`config.mk`:
```
export PLATFORM = sky130hd
export DESIGN_NAME = sup_key_gen
export DESIGN_NICKNAME = d
export VERILOG_FILES = /design/src/rtl/skg_pkg.sv /design/src/rtl/skg_compare.sv /design/src/rtl/skg_trans.sv /design/src/rtl/skg_delay.sv /design/src/rtl/sup_key_gen.sv
export SDC_FILE = /design/constraint.sdc
export NUM_CORES = 1
export LEC_CHECK = 0
export BUFFER_PORTS_ARGS = -buffer_cell sky130_fd_sc_hd__buf_2
export CAP_MARGIN = 20
export CORE_MARGIN = 10
export CORE_UTILIZATION = 45
export DETAILED_ROUTE_END_ITERATION = 10
export HOLD_SLACK_MARGIN = 0.12
export PLACE_DENSITY = 0.79
export SYNTH_ARGS = -nofsm -noshare
export SYNTH_HDL_FRONTEND = slang
export SYNTH_HIERARCHICAL = 1
export SYNTH_SLANG_ARGS = --single-unit
```
`constraint.sdc`:
```
create_clock -name clk_i -period 1.9 [get_ports clk_i]
set_input_delay 0.095 -clock clk_i [delete_from_list [all_inputs] [get_ports clk_i]]
set_output_delay 0.095 -clock clk_i [all_outputs]
set_load 0.05 [all_outputs]
```
`src/rtl/skg_pkg.sv`:
```
package skg_pkg;
  typedef enum logic [1:0] {
    CMP_NONE   = 2'b00,
    CMP_BORDER = 2'b01,
    CMP_RSVD   = 2'b10,
    CMP_CHROMA = 2'b11
  } cmp_mode_e;

  function automatic cmp_mode_e decode_mode(input logic e, input logic f);
    return cmp_mode_e'({e, f});
  endfunction
endpackage

```
`src/rtl/skg_compare.sv`:
```
module skg_compare #(
  parameter int COLOR_W = 12
) (
  input  logic               sup_en_i,
  input  skg_pkg::cmp_mode_e mode_i,
  input  logic               fill_g_i,
  input  logic [COLOR_W-1:0] pix_rgb_i,
  input  logic [COLOR_W-1:0] border_rgb_i,
  input  logic [COLOR_W-1:0] chroma_rgb_i,
  output logic               key_o
);
  import skg_pkg::*;

  logic border_black;
  assign border_black = (border_rgb_i == '0);

  always_comb begin
    unique case (mode_i)
      CMP_CHROMA: key_o = (pix_rgb_i != chroma_rgb_i);
      CMP_BORDER: key_o = border_black ? fill_g_i : (pix_rgb_i != border_rgb_i);
      default:    key_o = fill_g_i; // none and reserved code
    endcase
    if (!sup_en_i) key_o = 1'b1;
  end
endmodule

```
`src/rtl/skg_trans.sv`:
```
module skg_trans #(
  parameter int TRANS_W = 6
) (
  input  logic               trans_en_i,
  input  logic               pix_is_bg_i,
  input  logic [TRANS_W-1:0] pix_trans_i,
  input  logic [TRANS_W-1:0] bg_trans_i,
  output logic [TRANS_W-1:0] trans_o
);
  always_comb begin
    if (!trans_en_i)      trans_o = '0;
    else if (pix_is_bg_i) trans_o = bg_trans_i;
    else                  trans_o = pix_trans_i;
  end
endmodule

```
`src/rtl/skg_delay.sv`:
```
module skg_delay #(
  parameter int          W       = 7,
  parameter int          DEPTH   = 7,
  parameter logic [W-1:0] RST_VAL = '0,
  localparam int         SEL_W   = $clog2(DEPTH + 1),
  localparam int         NTAP    = 2 ** SEL_W
) (
  input  logic             clk_i,
  input  logic             rst_ni,
  input  logic [W-1:0]     d_i,
  input  logic [SEL_W-1:0] sel_i,
  output logic [W-1:0]     q_o
);
  logic [W-1:0] stg [DEPTH];
  logic [W-1:0] tap [NTAP];

  assign tap[0] = d_i;

  for (genvar k = 0; k < DEPTH; k++) begin : g_stage
    always_ff @(posedge clk_i or negedge rst_ni) begin
      if (!rst_ni) stg[k] <= RST_VAL;
      else         stg[k] <= (k == 0) ? d_i : stg[(k == 0) ? 0 : k - 1];
    end
  end

  for (genvar t = 1; t < NTAP; t++) begin : g_tap
    if (t <= DEPTH) begin : g_real
      assign tap[t] = stg[t-1];
    end else begin : g_clamp
      assign tap[t] = stg[DEPTH-1];
    end
  end

  assign q_o = tap[sel_i];
endmodule

```
`src/rtl/sup_key_gen.sv`:
```
module sup_key_gen #(
  parameter int COLOR_W = 12,
  parameter int TRANS_W = 6,
  parameter int MAX_DLY = 7,
  parameter int DLY_RST = 1,
  localparam int DLY_W  = $clog2(MAX_DLY + 1)
) (
  input  logic               clk_i,
  input  logic               rst_ni,
  input  logic               sup_en_i,
  input  logic               cmp_e_i,
  input  logic               cmp_f_i,
  input  logic               fill_g_i,
  input  logic [COLOR_W-1:0] pix_rgb_i,
  input  logic [COLOR_W-1:0] border_rgb_i,
  input  logic [COLOR_W-1:0] chroma_rgb_i,
  input  logic               trans_en_i,
  input  logic               pix_is_bg_i,
  input  logic [TRANS_W-1:0] pix_trans_i,
  input  logic [TRANS_W-1:0] bg_trans_i,
  input  logic [DLY_W-1:0]   dly_i,
  output logic               key_o,
  output logic [TRANS_W-1:0] trans_o
);
  import skg_pkg::*;

  localparam int PW = TRANS_W + 1;

  logic               key_raw;
  logic [TRANS_W-1:0] trans_raw;
  logic [DLY_W-1:0]   dly_q;
  logic [PW-1:0]      pipe_out;

  skg_compare #(.COLOR_W(COLOR_W)) u_cmp (
    .sup_en_i     (sup_en_i),
    .mode_i       (decode_mode(cmp_e_i, cmp_f_i)),
    .fill_g_i     (fill_g_i),
    .pix_rgb_i    (pix_rgb_i),
    .border_rgb_i (border_rgb_i),
    .chroma_rgb_i (chroma_rgb_i),
    .key_o        (key_raw)
  );

  skg_trans #(.TRANS_W(TRANS_W)) u_trans (
    .trans_en_i  (trans_en_i),
    .pix_is_bg_i (pix_is_bg_i),
    .pix_trans_i (pix_trans_i),
    .bg_trans_i  (bg_trans_i),
    .trans_o     (trans_raw)
  );

  // setting applies from the edge that samples it
  always_ff @(posedge clk_i or negedge rst_ni) begin
    if (!rst_ni) dly_q <= DLY_W'(DLY_RST);
    else         dly_q <= dly_i;
  end

  skg_delay #(
    .W       (PW),
    .DEPTH   (MAX_DLY),
    .RST_VAL ({1'b1, {TRANS_W{1'b0}}})
  ) u_dly (
    .clk_i  (clk_i),
    .rst_ni (rst_ni),
    .d_i    ({key_raw, trans_raw}),
    .sel_i  (dly_q),
    .q_o    (pipe_out)
  );

  assign key_o   = pipe_out[PW-1];
  assign trans_o = pipe_out[TRANS_W-1:0];
endmodule

```
==> qor.csv, run 1 <==
stage;metric;value;unit
timing;Slew Limit Fails;0;
die;Core Region;4790;um^2
timing;Worst Tran Pin Value;553;ps
timing;post-route setup slack;-254;ps
timing;final hold violations;0;
clocking;Worst-Skew Late Latency;300;ps
critical_path;reg-to-reg slack, setup;1300;ps
cells_and_area;Layout area overhead;36.7;%
critical_path;critical path peak fanout;7;
die;die height;90.7;um
timing;Final Setup Violations;7;
critical_path;Slowest cell on crit path;dfstp_2;
grt;global route overflow;0;
detailed_routing;initial detailed-routing violation count;73;
critical_path;crit-path cells;buf_6 > buf_12 > mux4_2 > mux2_2 > buf_6;
yosys;Synth top area share;49.0;%
grt;first-pass GRT wire length;8.33;mm
timing;FMAX;0.464;GHz
timing;Rel. slew slack;63.1;%
critical_path;Critical Path End;trans_o[5];
grt;largest net degree at the start of global routing;27;
die;Ports;66;
cells_and_area;Non-Filler Instances;290;
die;Die ar.;8220;um^2
yosys;leading area contributor after synthesis;dfrtp_1;
yosys;Synth Instances;131;
yosys;largest family of logic cells by synthesized area;multiplexers;
timing;RSZ-0062 raised after global routing;true;
critical_path;CP endpoint kind;primary output;
die;Initial Util;47.0;%
clocking;Num CTS Buffers;5;
flow_run;max-cap viol count;0;
clocking;Reg clk slew, reported paths;90;ps
yosys;Syn Nets;190;
critical_path;FF-to-FF Start;u_dly/stg[27]$_DFF_PN1_;
critical_path;CP Buf/Inv Count;3;
grt;GR Util All Layers;12.6;%
yosys;Mean Syn Cell Area;17.2;um^2
detailed_routing;routed vias/inst;4.93;
critical_path;stages on the worst setup path;5;
cells_and_area;Antenna diodes;0;
yosys;top cells by area, synth;dfrtp_1 (49%), mux4_1 (16%), dfstp_2 (9.3%), xor2_1 (7.8%), mux2_2 (3.5%);
placement;Setup Slack @ Placement;-309;ps
detailed_routing;routed wire length;4.99;mm
die;die width;90.7;um
critical_path;FF-to-FF End;u_dly/stg[20]$_DFF_PN1_;
timing;min Tclk post-route;2150;ps
critical_path;CP Launch Point;dly_q[0]$_DFF_PN1_;
clocking;clock sink count;52;
yosys;post-synth cell types;22;
critical_path;critical path type;reg2out;
critical_path;CP top delay family;multiplexers;
cells_and_area;proportion of layout cells with a drive suffix above 1;56.5;%
yosys;Synth Register Bits;52;
detailed_routing;routed via count;1429;
grt;initial antenna violation count;0;
die;# rows;25;
yosys;post-synthesis adder-cell area fraction;0;%
yosys;post-synthesis mux area share;22.5;%
min_path;HP Class;in2reg;
detailed_routing;per-cell routed wire length;17.2;um
clocking;htree depth;2;
cells_and_area;most common cell after layout, fill and taps aside;buf_2;
timing;clock skew;10.2;ps
placement;GP Congestion;0.784;
placement;placed cells;267;
timing;Final period util;113;%
clocking;clock root cell;clkbuf_8;
clocking;CTS tree;done;
yosys;Post-Synth XOR/XNOR Area;9.35;%
yosys;Seq/Total Area, Yosys;58.3;%
outcome;failing checks;setup timing;
cells_and_area;fin util;64.2;%
pwr;Max IR drop VDD;0.410;mV
detailed_routing;first-pass iteration count of the detailed router;4;
yosys;post-synthesis simple-gate area fraction;6.40;%
pwr;Leak;1.43;nW
detailed_routing;Residual DRC;0;
min_path;hold path startpoint;fill_g_i;
critical_path;Critical Path Most Common Cell;buf_6;
critical_path;Critical Path AT;2060;ps
cells_and_area;Final nets;281;
critical_path;r2r worst-path depth;0;
critical_path;critical path required time;1800;ps
pwr;Cell Pwr Density;803;nW/um^2
clocking;Max Root-Sink Buffers;2;
critical_path;slowest stage delay, CP;560;ps
placement;Detailed Place HPWL;3.48;mm
grt;vias in the first global route;1678;
pwr;Power Total;2.47;mW
cells_and_area;most frequent cells in the layout;buf_2 (55), dfrtp_1 (44), xor2_1 (19);
yosys;YS warnings;6;
outcome;status;finished with violations;
placement;I/O Buffers;65;
critical_path;startpoint types;flop;
yosys;Synth Area in Compound Gates;1.17;%
detailed_routing;Routed Antenna Nets;0;
yosys;Post-Syn Area;2250;um^2
## kinds of logic (layout without fill, tap and decap cells)
| kind of cell | count (synthesis) | in the layout |
|---|---|---|
| buffers and inverters | 5 | 97 |
| AND/OR/NAND/NOR | 20 | 20 |
| multiplexers | 27 | 27 |
| flip-flops | 52 | 52 |
| AO/OA/AOI/OAI | 3 | 3 |
| XOR/XNOR | 24 | 24 |
## cell usage after synthesis
| master | instances |
|---|---|
| mux2_2 | 7 |
| xor2_1 | 20 |
| nor4_2 | 3 |
| buf_1 | 1 |
| nand2b_1 | 1 |
| dfrtp_1 | 44 |
| nand4_1 | 2 |
| dfstp_2 | 8 |
| nor4_1 | 5 |
| nand3_1 | 1 |
| clkbuf_1 | 1 |
| buf_12 | 1 |
| a21oi_1 | 1 |
| nor2b_1 | 6 |
| xnor2_1 | 4 |
| mux2i_1 | 6 |
| o22ai_1 | 1 |
| nand2_1 | 1 |
| buf_6 | 2 |
| mux4_1 | 14 |
| a221oi_2 | 1 |
| nand3_2 | 1 |
## flip-flops by register name, indices dropped and copies added, names as in the netlist
register / cells
dly_q: 3
u_dly/stg: 49
## per-stage QoR
| stage | setup TNS [ps] | cell area [um^2] | hold WS, ps |
|---|---|---|---|
| 6_report | -1530 | 3070 | 243 |
| 5_1_grt | -1970 | 3070 | 237 |
| 4_1_cts | -1550 | 3020 | 120 |
| 3_5_place_dp | -309 | 2690 | 107 |
| 3_3_place_gp | -299 | 2690 | 104 |
| 2_1_floorplan | 0 | 2250 | -201 |
## metal layers
layer / share of wire, % / wire [um] / GRT usage [%]
met1: 42 / 2110 / 15.4
met2: 48 / 2390 / 19.7
met3: 8.0 / 400 / 4.99
met4: 1.7 / 85 / 3.98
met5: 0 / 0 / 0
## power breakdown
part	switching [mW]	internal, mW	leakage [nW]
registers	0.0371	1.18	0.649
logic	0.214	0.240	0.715
clock network	0.335	0.465	0.0645
total	0.587	1.88	1.43
## cell type report
class	instances	area, um^2
tap	67	83.8
clock inverter	1	30.0
clock buffer	7	96.3
multi-input combinational	74	913
timing repair buffer	89	638
fill	340	1710
sequential	52	1310
## worst min-delay path by stage
stage                                          to  depth (start not counted)
after floorplan                dly_q[1]$_DFF_PN0_                          0
after global placement    u_dly/stg[18]$_DFF_PN0_                          1
after detailed placement  u_dly/stg[33]$_DFF_PN0_                          1
after CTS                 u_dly/stg[42]$_DFF_PN0_                          2
after global routing      u_dly/stg[48]$_DFF_PN1_                          4
final                     u_dly/stg[48]$_DFF_PN1_                          4
## repair_timing
item | in CTS | in global routing
gates resized for setup | 46 | 10
cloned | 1 | 0
hold buffers | 10 | 1
endpoints found under the setup margin | 7 | 7
pin swaps | 4 | 4
endpoints found under the hold margin | 25 | 1
buffers inserted | 3 | 1
Note: power is estimated with default switching activity, not from simulation.
==> inputs of run 2 (changes only) <==
--- a/config.mk
+++ b/config.mk
@@ -6,7 +6,6 @@
 export NUM_CORES = 1
 export LEC_CHECK = 0
 export BUFFER_PORTS_ARGS = -buffer_cell sky130_fd_sc_hd__buf_2
-export CAP_MARGIN = 20
 export CORE_MARGIN = 10
 export CORE_UTILIZATION = 45
 export DETAILED_ROUTE_END_ITERATION = 10
@@ -14,5 +13,4 @@
 export PLACE_DENSITY = 0.79
 export SYNTH_ARGS = -nofsm -noshare
 export SYNTH_HDL_FRONTEND = slang
-export SYNTH_HIERARCHICAL = 1
 export SYNTH_SLANG_ARGS = --single-unit
==> run 2 against run 1 <==
The flow still finishes with violations (setup timing); critical path type unchanged; sequential power is essentially flat; total power shrank 9.0%; register-to-register slack is essentially flat; design area shrank 6.4%; combinational power shrank 9.0%; via count shrank 2.1%; largest power group unchanged; count of clock-buffer cells in the layout grew 1.
==> qor.csv, run 2 <==
stage;metric;value;unit
critical_path;critical path required time;1800;ps
yosys;Post-Syn Area;2170;um^2
die;die width;89.5;um
die;Die ar.;8010;um^2
yosys;top cells by area, synth;dfrtp_1 (51%), mux4_2 (13%), dfstp_2 (9.7%), xor2_1 (6.5%), mux2i_1 (3.2%);
clocking;CTS tree;done;
outcome;status;finished with violations;
critical_path;Critical Path Most Common Cell;buf_6;
critical_path;CP endpoint kind;primary output;
detailed_routing;top routing layer in use;met4;
flow_run;max-cap viol count;0;
yosys;Synth top cells by count;dfrtp_1 (44), xor2_1 (16), mux4_2 (13), dfstp_2 (8), xnor2_1 (8);
pwr;Int Pwr;1.69;mW
timing;Worst Tran Pin Value;609;ps
yosys;leading area contributor after synthesis;dfrtp_1;
pwr;Leak;1.36;nW
timing;RSZ-0062 raised after global routing;true;
detailed_routing;initial detailed-routing violation count;62;
yosys;YS warnings;0;
cells_and_area;Layout area overhead;32.5;%
placement;Detailed Place HPWL;3.79;mm
yosys;Post-synth EDFFs;0;
pwr;switching share of power;24.7;%
clocking;clock root cell;clkbuf_8;
grt;global route overflow;0;
clocking;htree depth;2;
die;die height;89.5;um
pwr;Clk network pwr share;27.3;%
grt;first-pass GRT wire length;7.89;mm
placement;I/O Buffers;65;
yosys;Synth Instances;138;
yosys;Synth Flop Type;dfrtp_1;
pwr;Max IR drop VDD;0.566;mV
clocking;Max Root-Sink Buffers;2;
outcome;failing checks;setup timing;
detailed_routing;routed via count;1399;
placement;Setup Slack @ Placement;-30.6;ps
critical_path;Slowest cell on crit path;dfstp_4;
critical_path;Critical Path AT;2000;ps
yosys;Synth Register Bits;52;
timing;final hold violations;0;
timing;Final period util;110;%
cells_and_area;Most flops, register;u_dly.stg;
critical_path;critical path peak fanout;3;
critical_path;critical path type;reg2out;
grt;vias in the first global route;1563;
critical_path;crit-path cells;buf_6 > mux4_2 > mux2_2 > buf_6;
timing;setup TNS;-1260;ps
cells_and_area;biggest regs;u_dly.stg x49, dly_q x3;
die;Core Region;4690;um^2
yosys;asr flop ratio synth;100;%
detailed_routing;routed wire length;5.04;mm
pwr;switching power total;554;uW
clocking;Reg clk slew, reported paths;80;ps
pwr;Seq pwr share;54.3;%
pwr;Cell Pwr Density;780;nW/um^2
timing;FMAX;0.478;GHz
yosys;Mean Syn Cell Area;15.7;um^2
yosys;post-synth cell types;25;
grt;largest net degree at the start of global routing;53;
grt;initial antenna violation count;0;
detailed_routing;met3 wire length;135;um
critical_path;r2r worst-path depth;0;
min_path;HP Class;in2reg;
cells_and_area;Antenna diodes;0;
timing;Rel. slew slack;59.4;%
die;# rows;25;
placement;GP Congestion;0.860;
timing;min Tclk post-route;2090;ps
clocking;Worst-Skew Late Latency;290;ps
clocking;clock sink count;52;
critical_path;CP Launch Point;dly_q[0]$_DFF_PN1_;
timing;Slew Limit Fails;0;
grt;GR Util All Layers;12.9;%
yosys;Syn Nets;197;
die;Ports;66;
cells_and_area;proportion of layout cells with a drive suffix above 1;49.1;%
critical_path;reg-to-reg slack, setup;1300;ps
critical_path;Critical Path End;trans_o[0];
placement;placed cells;256;
detailed_routing;routed vias/inst;5.03;
timing;post-route setup slack;-193;ps
cells_and_area;number of flip-flops under the largest register name;49;
die;Initial Util;46.3;%
clocking;Num CTS Buffers;5;
critical_path;FF-to-FF Start;u_dly.stg[34]$_DFF_PN1_;
critical_path;startpoint types;flop;
detailed_routing;Residual DRC;0;
yosys;Seq/Total Area, Yosys;60.4;%
cells_and_area;Final nets;282;
detailed_routing;per-cell routed wire length;18.1;um
critical_path;FF-to-FF End;u_dly.stg[27]$_DFF_PN1_;
yosys;top-count cell post-synth;dfrtp_1;
detailed_routing;first-pass iteration count of the detailed router;4;
cells_and_area;Non-Filler Instances;278;
yosys;Synth top area share;50.7;%
detailed_routing;Routed Antenna Nets;0;
pwr;Logic pwr share;18.4;%
detailed_routing;Met1 Wirelength;2.06;mm
critical_path;slowest stage delay, CP;650;ps
cells_and_area;most common cell after layout, fill and taps aside;buf_2;
cells_and_area;most frequent cells in the layout;buf_2 (58), dfrtp_1 (43), xor2_1 (16);
detailed_routing;metal2 WL;2.82;mm
timing;Final Setup Violations;7;
timing;clock skew;2.70;ps
-- run 2: critical path: cells and delay by family (launching register included) --
kind                   cells  cell delay, ps
multiplexers               2             780
flip-flops                 1             650
buffers and inverters      2             290
-- run 2: how the worst min path moves through the flow --
stage	from	endpoint	slack, ps	cells after the start
floorplan	rst_ni	dly_q[1]$_DFF_PN0_	-200	0
global placement	dly_i[0]	dly_q[0]$_DFF_PN1_	200	1
detailed placement	dly_i[0]	dly_q[0]$_DFF_PN1_	200	1
CTS	trans_en_i	u_dly.stg[43]$_DFF_PN0_	120	2
global route	trans_en_i	u_dly.stg[43]$_DFF_PN0_	140	2
finish	trans_en_i	u_dly.stg[43]$_DFF_PN0_	130	2
-- run 2: metrics by stage --
stage	instance area (um^2)	utilization (%)	hold WS, ps	total power, mW
after floorplan	2180	-	-201	1.43
after global placement	2570	54.7	201	1.57
after detailed placement	2570	54.7	202	1.59
after CTS	2870	61.1	123	2.26
after global routing	2880	61.3	135	2.35
final	2880	61.3	130	2.25
-- run 2: cell families (layout without fill, tap and decap cells) --
family | count (synthesis) | after routing | share of synthesized area (%)
flops | 52 | 52 | 60.4
simple gates | 24 | 24 | 6.34
buf+inv | 6 | 92 | 1.84
mux | 26 | 26 | 19.8
xor+xnor | 24 | 24 | 9.68
compound gates | 6 | 6 | 1.96
-- run 2: per-layer routing --
metal | up-vias | track usage [%]
li1 | 671 | -
met1 | 707 | 15.8
met2 | 17 | 21.8
met3 | 4 | 4.10
met4 | 0 | 2.46
met5 | - | 0
-- run 2: layout make-up --
type | instances | area, um^2
fill | 354 | 1810
sequential | 52 | 1320
multi-input combinational | 80 | 841
timing repair buffer | 84 | 563
clock buffer | 8 | 90.1
tap | 54 | 67.6
-- run 2: timing repair --
action                                  in CTS  in global routing
endpoints found under the setup margin       7                  7
hold buffers                                10                  0
pin swaps                                    1                  0
endpoints found under the hold margin       53                  0
gates resized for setup                     26                  1
setup buffers                                3                  1
-- run 2: power groups by stage --
stage	Sequential, mW	Clock (mW)	Combinational, mW
floorplan	1.22	0	0.218
global placement	1.24	0	0.334
detailed placement	1.25	0	0.340
CTS	1.22	0.630	0.414
global route	1.23	0.680	0.443
finish	1.22	0.613	0.413
